==> config.mk <==
export PLATFORM = sky130hd
export DESIGN_NAME = adc_result_router
export DESIGN_NICKNAME = d
export VERILOG_FILES = /design/src/rtl/adc_route_pkg.sv /design/src/rtl/adc_word_fmt.sv /design/src/rtl/adc_dma_ctl.sv /design/src/rtl/adc_flt_port.sv /design/src/rtl/adc_flag_ctl.sv /design/src/rtl/adc_result_router.sv
export SDC_FILE = /design/constraint.sdc
export NUM_CORES = 1
export LEC_CHECK = 0
export ABC_AREA = 0
export BUFFER_PORTS_ARGS = -buffer_cell sky130_fd_sc_hd__buf_2
export CAP_MARGIN = 20
export CORE_MARGIN = 5
export CORE_UTILIZATION = 30
export CTS_CLUSTER_DIAMETER = 150
export DETAILED_ROUTE_END_ITERATION = 8
export PLACE_DENSITY = 0.58
export SYNTH_ARGS = -nofsm -noshare
export SYNTH_HDL_FRONTEND = slang
export SYNTH_SLANG_ARGS = --single-unit
==> constraint.sdc <==
create_clock -name clk -period 3.1 [get_ports clk]
set_input_delay 0.31 -clock clk [delete_from_list [all_inputs] [get_ports clk]]
set_output_delay 0.31 -clock clk [all_outputs]
set_load 0.02 [all_outputs]
==> src/rtl/adc_route_pkg.sv <==
package adc_route_pkg;
  typedef enum logic [1:0] {
    PATH_SW  = 2'd0,
    PATH_DMA = 2'd1,
    PATH_FLT = 2'd2
  } route_path_e;

  function automatic route_path_e pick_path(input logic dma_en, input logic filt_en);
    if (dma_en)       return PATH_DMA;
    else if (filt_en) return PATH_FLT;
    else              return PATH_SW;
  endfunction
endpackage

==> src/rtl/adc_word_fmt.sv <==
module adc_word_fmt #(
  parameter int RAW_W  = 12,
  parameter int WORD_W = 16,
  parameter int NUM_CH = 4,
  localparam int CH_W  = (NUM_CH > 1) ? $clog2(NUM_CH) : 1,
  localparam int EXT_W = WORD_W - RAW_W - 1
) (
  input  logic [NUM_CH-1:0]       ofs_en_vec,
  input  logic [NUM_CH*RAW_W-1:0] ofs_val_vec,
  input  logic [CH_W-1:0]         chan,
  input  logic [RAW_W-1:0]        raw,
  input  logic                    left,
  output logic [WORD_W-1:0]       word_right,
  output logic [WORD_W-1:0]       word_shown
);
  logic [RAW_W-1:0] ofs_arr [NUM_CH];
  logic [RAW_W:0]   diff;
  logic [RAW_W-1:0] ofs_sel;
  logic             ofs_on;

  // unpack the flat per-channel offset bus
  for (genvar g = 0; g < NUM_CH; g++) begin : g_unpack
    assign ofs_arr[g] = ofs_val_vec[g*RAW_W +: RAW_W];
  end

  assign ofs_sel = ofs_arr[chan];
  assign ofs_on  = ofs_en_vec[chan];
  assign diff    = {1'b0, raw} - {1'b0, ofs_sel};

  always_comb begin
    if (ofs_on) word_right = {{EXT_W{diff[RAW_W]}}, diff};
    else        word_right = {{(WORD_W-RAW_W){1'b0}}, raw};
  end

  // left-aligned view drops the extension bits and pads on the right
  assign word_shown = left ? {word_right[RAW_W-1:0], {(WORD_W-RAW_W){1'b0}}} : word_right;
endmodule

==> src/rtl/adc_dma_ctl.sv <==
module adc_dma_ctl (
  input  logic clk,
  input  logic rst_n,
  input  logic load,
  input  logic drop,
  input  logic circ,
  input  logic ack,
  input  logic last,
  input  logic rearm,
  output logic req
);
  logic armed;
  logic ack_fire;
  logic disarm;

  assign ack_fire = req & ack;
  assign disarm   = ack_fire & last & ~circ;

  always_ff @(posedge clk or negedge rst_n) begin
    if (!rst_n) begin
      armed <= 1'b1;
      req   <= 1'b0;
    end else begin
      if (rearm)       armed <= 1'b1;
      else if (disarm) armed <= 1'b0;

      if (load)          req <= circ | (armed & ~disarm) | rearm;
      else if (drop)     req <= 1'b0;
      else if (ack_fire) req <= 1'b0;
    end
  end
endmodule

==> src/rtl/adc_flt_port.sv <==
module adc_flt_port (
  input  logic clk,
  input  logic rst_n,
  input  logic load,
  input  logic drop,
  input  logic ready,
  output logic valid
);
  always_ff @(posedge clk or negedge rst_n) begin
    if (!rst_n)              valid <= 1'b0;
    else if (load)           valid <= 1'b1;
    else if (drop)           valid <= 1'b0;
    else if (valid && ready) valid <= 1'b0;
  end
endmodule

==> src/rtl/adc_flag_ctl.sv <==
module adc_flag_ctl (
  input  logic clk,
  input  logic rst_n,
  input  logic new_res,
  input  logic consume,
  input  logic ovr_clr,
  output logic eoc,
  output logic ovr
);
  always_ff @(posedge clk or negedge rst_n) begin
    if (!rst_n) begin
      eoc <= 1'b0;
      ovr <= 1'b0;
    end else begin
      if (new_res)      eoc <= 1'b1;
      else if (consume) eoc <= 1'b0;

      if (new_res && eoc && !consume) ovr <= 1'b1;
      else if (ovr_clr)               ovr <= 1'b0;
    end
  end
endmodule

==> src/rtl/adc_result_router.sv <==
module adc_result_router
  import adc_route_pkg::*;
#(
  parameter int RAW_W  = 12,
  parameter int WORD_W = 16,
  parameter int NUM_CH = 4,
  localparam int CH_W  = (NUM_CH > 1) ? $clog2(NUM_CH) : 1
) (
  input  logic                    clk,
  input  logic                    rst_n,
  input  logic                    cfg_dma_en,
  input  logic                    cfg_dma_circ,
  input  logic                    cfg_filt_en,
  input  logic                    cfg_left_align,
  input  logic [NUM_CH-1:0]       cfg_ofs_en,
  input  logic [NUM_CH*RAW_W-1:0] cfg_ofs_val,
  input  logic                    res_valid,
  input  logic [CH_W-1:0]         res_chan,
  input  logic [RAW_W-1:0]        res_raw,
  input  logic                    dr_rd,
  output logic [WORD_W-1:0]       res_word,
  output logic                    eoc,
  output logic                    ovr,
  input  logic                    ovr_clr,
  output logic                    dma_req,
  input  logic                    dma_ack,
  input  logic                    dma_last,
  input  logic                    dma_rearm,
  output logic                    flt_valid,
  input  logic                    flt_ready,
  output logic [WORD_W-1:0]       flt_data
);
  route_path_e       path;
  logic [WORD_W-1:0] w_right;
  logic [WORD_W-1:0] w_shown;
  logic [WORD_W-1:0] word_q;
  logic              to_dma;
  logic              to_flt;
  logic              consume;

  assign path   = pick_path(cfg_dma_en, cfg_filt_en);
  assign to_dma = res_valid && (path == PATH_DMA);
  assign to_flt = res_valid && (path == PATH_FLT);

  adc_word_fmt #(.RAW_W(RAW_W), .WORD_W(WORD_W), .NUM_CH(NUM_CH)) fmt_i (
    .ofs_en_vec (cfg_ofs_en),
    .ofs_val_vec(cfg_ofs_val),
    .chan       (res_chan),
    .raw        (res_raw),
    .left       (cfg_left_align),
    .word_right (w_right),
    .word_shown (w_shown)
  );

  // filter path is always right aligned
  always_ff @(posedge clk or negedge rst_n) begin
    if (!rst_n)         word_q <= '0;
    else if (to_flt)    word_q <= w_right;
    else if (res_valid) word_q <= w_shown;
  end

  assign res_word = word_q;
  assign flt_data = word_q;

  adc_dma_ctl dma_i (
    .clk  (clk),
    .rst_n(rst_n),
    .load (to_dma),
    .drop (res_valid && !to_dma),
    .circ (cfg_dma_circ),
    .ack  (dma_ack),
    .last (dma_last),
    .rearm(dma_rearm),
    .req  (dma_req)
  );

  adc_flt_port flt_i (
    .clk  (clk),
    .rst_n(rst_n),
    .load (to_flt),
    .drop (res_valid && !to_flt),
    .ready(flt_ready),
    .valid(flt_valid)
  );

  assign consume = (flt_valid && flt_ready) || (dma_req && dma_ack) || dr_rd;

  adc_flag_ctl flag_i (
    .clk    (clk),
    .rst_n  (rst_n),
    .new_res(res_valid),
    .consume(consume),
    .ovr_clr(ovr_clr),
    .eoc    (eoc),
    .ovr    (ovr)
  );
endmodule

==> results.yml <==
status:
  status: "complete, but fails checks"
  violations: "negative hold slack"
clock_tree:
  cts_resized: 0
  postCtsSetupRepairBufs: 0
  clkSinkCount: 21
  tritoncts: "done"
  htreeDepth: 1
  cts_buffers: 3
  cts_buffer_depth: 2
  cts_root_buf: "clkbuf_8"
  cts_hold_buf: 0
  insertion_delay_ns: 0.26
  cts.clk_slew.worst_paths_ns: 0.07
die:
  io_pins: 115
  start_util_pct: 31.3
  rows: 30
  core_area_mm2: 0.00687
  die_h_um: 94.7
  fp.dieArea_mm2: 0.00897
  die_w_um: 94.7
setup_path:
  startpoint_type: "input pin"
  critPathBufInv: 2
  r2r_slack_ns: 1.79
  path_delay_family: "compound AO/OA/AOI/OAI gates"
  critPathCaptureType: "flip-flop"
  crit_slowest_cell: "mux4_2"
  critical_path_class: "in2reg"
  max_stage_delay_ns: 0.56
  critical_path.cell_chain: "buf_2 > mux4_2 > ha_1 > inv_1 > fa_1 > a211oi_1 > nor4_1 > nor4_1 > o311ai_1 > o211ai_1 > o21ai_0"
  crit_fanout: 8
  arrival_ns: 2.86
  cpMostUsedCell: "nor4_1"
  required_ns: 3.28
placement:
  postPlaceCellArea_mm2: 0.00269
  io_buffers: 114
  dp_hpwl_mm: 4.99
  gp_congestion: 0.908
  dp_slack_ns: 0.151
timing:
  max-slew-margin-rel_pct: 66.7
  rsz0062_at_grt: "no"
  timing.fmax_mhz: 374
  hold_slack_ns: -0.00256
  setup_violations: 0
  layout_worst_path_cycle_share_pct: 86.3
  worstMarginPinSlew_ns: 0.495
  hold_viol: 11
  drv_slew: 0
  skew_ns: 0.00114
  fin_crit_ns: 2.68
  finalSetupTns_ns: 0
  layout_setup_ws_ns: 0.424
layout:
  final_cell_mix: "114 x buf_2, 22 x inv_1, 20 x nand2_1, 20 x dfrtp_1"
  drive_gt1_share_pct: 43.2
  num-nets-final: 424
  syn_to_final_growth_pct: 26.9
  final_core_utilization_pct: 39.7
  final_cell_area_mm2: 0.00273
  antenna-diode-count: 0
  final_common_cell: "buf_2"
routing:
  first_pass_iters: 4
  vias: 2083
  viasPerCell: 4.88
  route.detailed.wl_per_inst_um: 13.6
  post-route-drc-count: 0
  drtIter0Drc: 72
  postRouteAntennaNets: 0
  finalWirelength_mm: 5.83
grt:
  antenna_found_initial: 0
  top_usage_layer: "met2"
  grt_use_met3_pct: 2.39
  gr-usage-met2_pct: 22.4
  grt_pass1_wl_mm: 9.62
  use_met1_pct: 17.2
  grt_use_total_pct: 13.3
  grt_max_degree: 31
  grt-ovfl-total: 0
  grt_pass1_vias: 2136
power:
  intPower_uw: 666
  combPwrFrac_pct: 53.7
  sw_frac_of_total_pct: 41.7
  powerDensity_mw_per_mm2: 418
  power_mw: 1.14
  power_switching_uw: 476
  pwr-share-clk_pct: 15.4
  p_seq_share_pct: 30.9
  worst_ir_drop_vdd_mv: 0.102
  p_leak_nw: 1.36
synth:
  synth.avg_cell_area_um2: 9.04
  syn_inst: 238
  synth_area_leaders: "dfrtp_1 23%, mux4_2 13%, ha_1 7.0%"
  synth_edf_count: 0
  synth_top_area_share_pct: 23.3
  syn-num-nets: 330
  synth.cell_area_mm2: 0.00215
  synth-async-reset-ratio_pct: 100
  yosys_warnings: 0
  yosysSeqAreaShare_pct: 24.5
  ys_seq_elements: 21
  ys_types: 51
  synth_top_flop_cell: "dfrtp_1"
  synth_top_area_cell: "dfrtp_1"
flow_run:
  maxCapViolations: 0
worst_hold_path:
  hp-class: "in2async"
## kinds of logic (layout without fill, tap and decap cells)
group           count (synthesis)  after routing  synth area share [%]
compound gates                 67             67                  21.3
xor+xnor                        4              4                  1.63
fa+ha+maj                      13             13                  7.91
buf+inv                        49            142                  12.4
flops                          21             21                  24.5
mux                            22             22                  18.3
simple gates                   62             62                  14.0
## power groups by stage
| stage | Sequential [mW] | Clock (mW) | Combinational [mW] |
|---|---|---|---|
| floorplan | 0.412 | 0 | 0.413 |
| global placement | 0.359 | 0 | 0.615 |
| detailed placement | 0.361 | 0 | 0.618 |
| CTS | 0.355 | 0.185 | 0.620 |
| global route | 0.362 | 0.197 | 0.675 |
| finish | 0.353 | 0.176 | 0.613 |
## final timing paths
path | from | to | cells past startpoint
min in group clk | dma_rearm | dma_i.armed | 2
worst max register to register | dma_i.req | dma_i.req | 4
worst max-delay path | res_chan[0] | flt_data[10] | 11
max in group asynchronous | rst_n | dma_i.armed | 1
worst min register to register | flt_i.valid | flt_i.valid | 2
worst min-delay path | rst_n | flt_data[4] | 1
## cells in the mapped netlist, drive strengths merged, types with 2 or more instances
cell type and instances:
nand3 2, a21o 5, buf 23, a21oi 16, inv 22, o22ai 5, clkbuf 4, nor4 3
nand4 2, xnor2 4, and2 3, ha 12, nor2 16, or2 4, nand2 21, o21ai 10
o31a 3, o31ai 3, mux2i 6, o221ai 3, mux2 3, nand2b 5, mux4 13, o211ai 3
a211oi 10, dfrtp 20
## sequential cells by signal, summed over array words and instances, names as in the netlist
name	flops
flt_data	16
flag_i.ovr	1
flt_i.valid	1
dma_i.req	1
dma_i.armed	1
flag_i.eoc	1
## worst register-to-register path, cell delays in order, from the launching register on
cell and delay [ns]:
dfrtp_1 0.38, nand4b_1 0.11, a21o_1 0.19, or2_2 0.27, a32o_1 0.25
## metal layers
layer	part of all wire [%]	wire length, um
met1	45	2640
met2	44	2590
met3	9.4	547
met4	0.98	57
met5	0	0
## area by class of cell
cell class / count / area (um^2)
clock buffers: 4 / 45.0
repair buffers: 116 / 598
well taps: 96 / 120
fillers: 728 / 4140
multi-input cells: 168 / 1360
flip-flops and latches: 21 / 527
inverters: 22 / 82.6
## through the flow
step | hold WS, ns | std cells
floorplan | 0.0144 | 238
global placement | 0.292 | 423
detailed placement | 0.297 | 423
CTS | 0.0125 | 427
global route | 0.0332 | 427
finish | -0.00256 | 427
No activity file was read; power rests on OpenSTA's default activity.
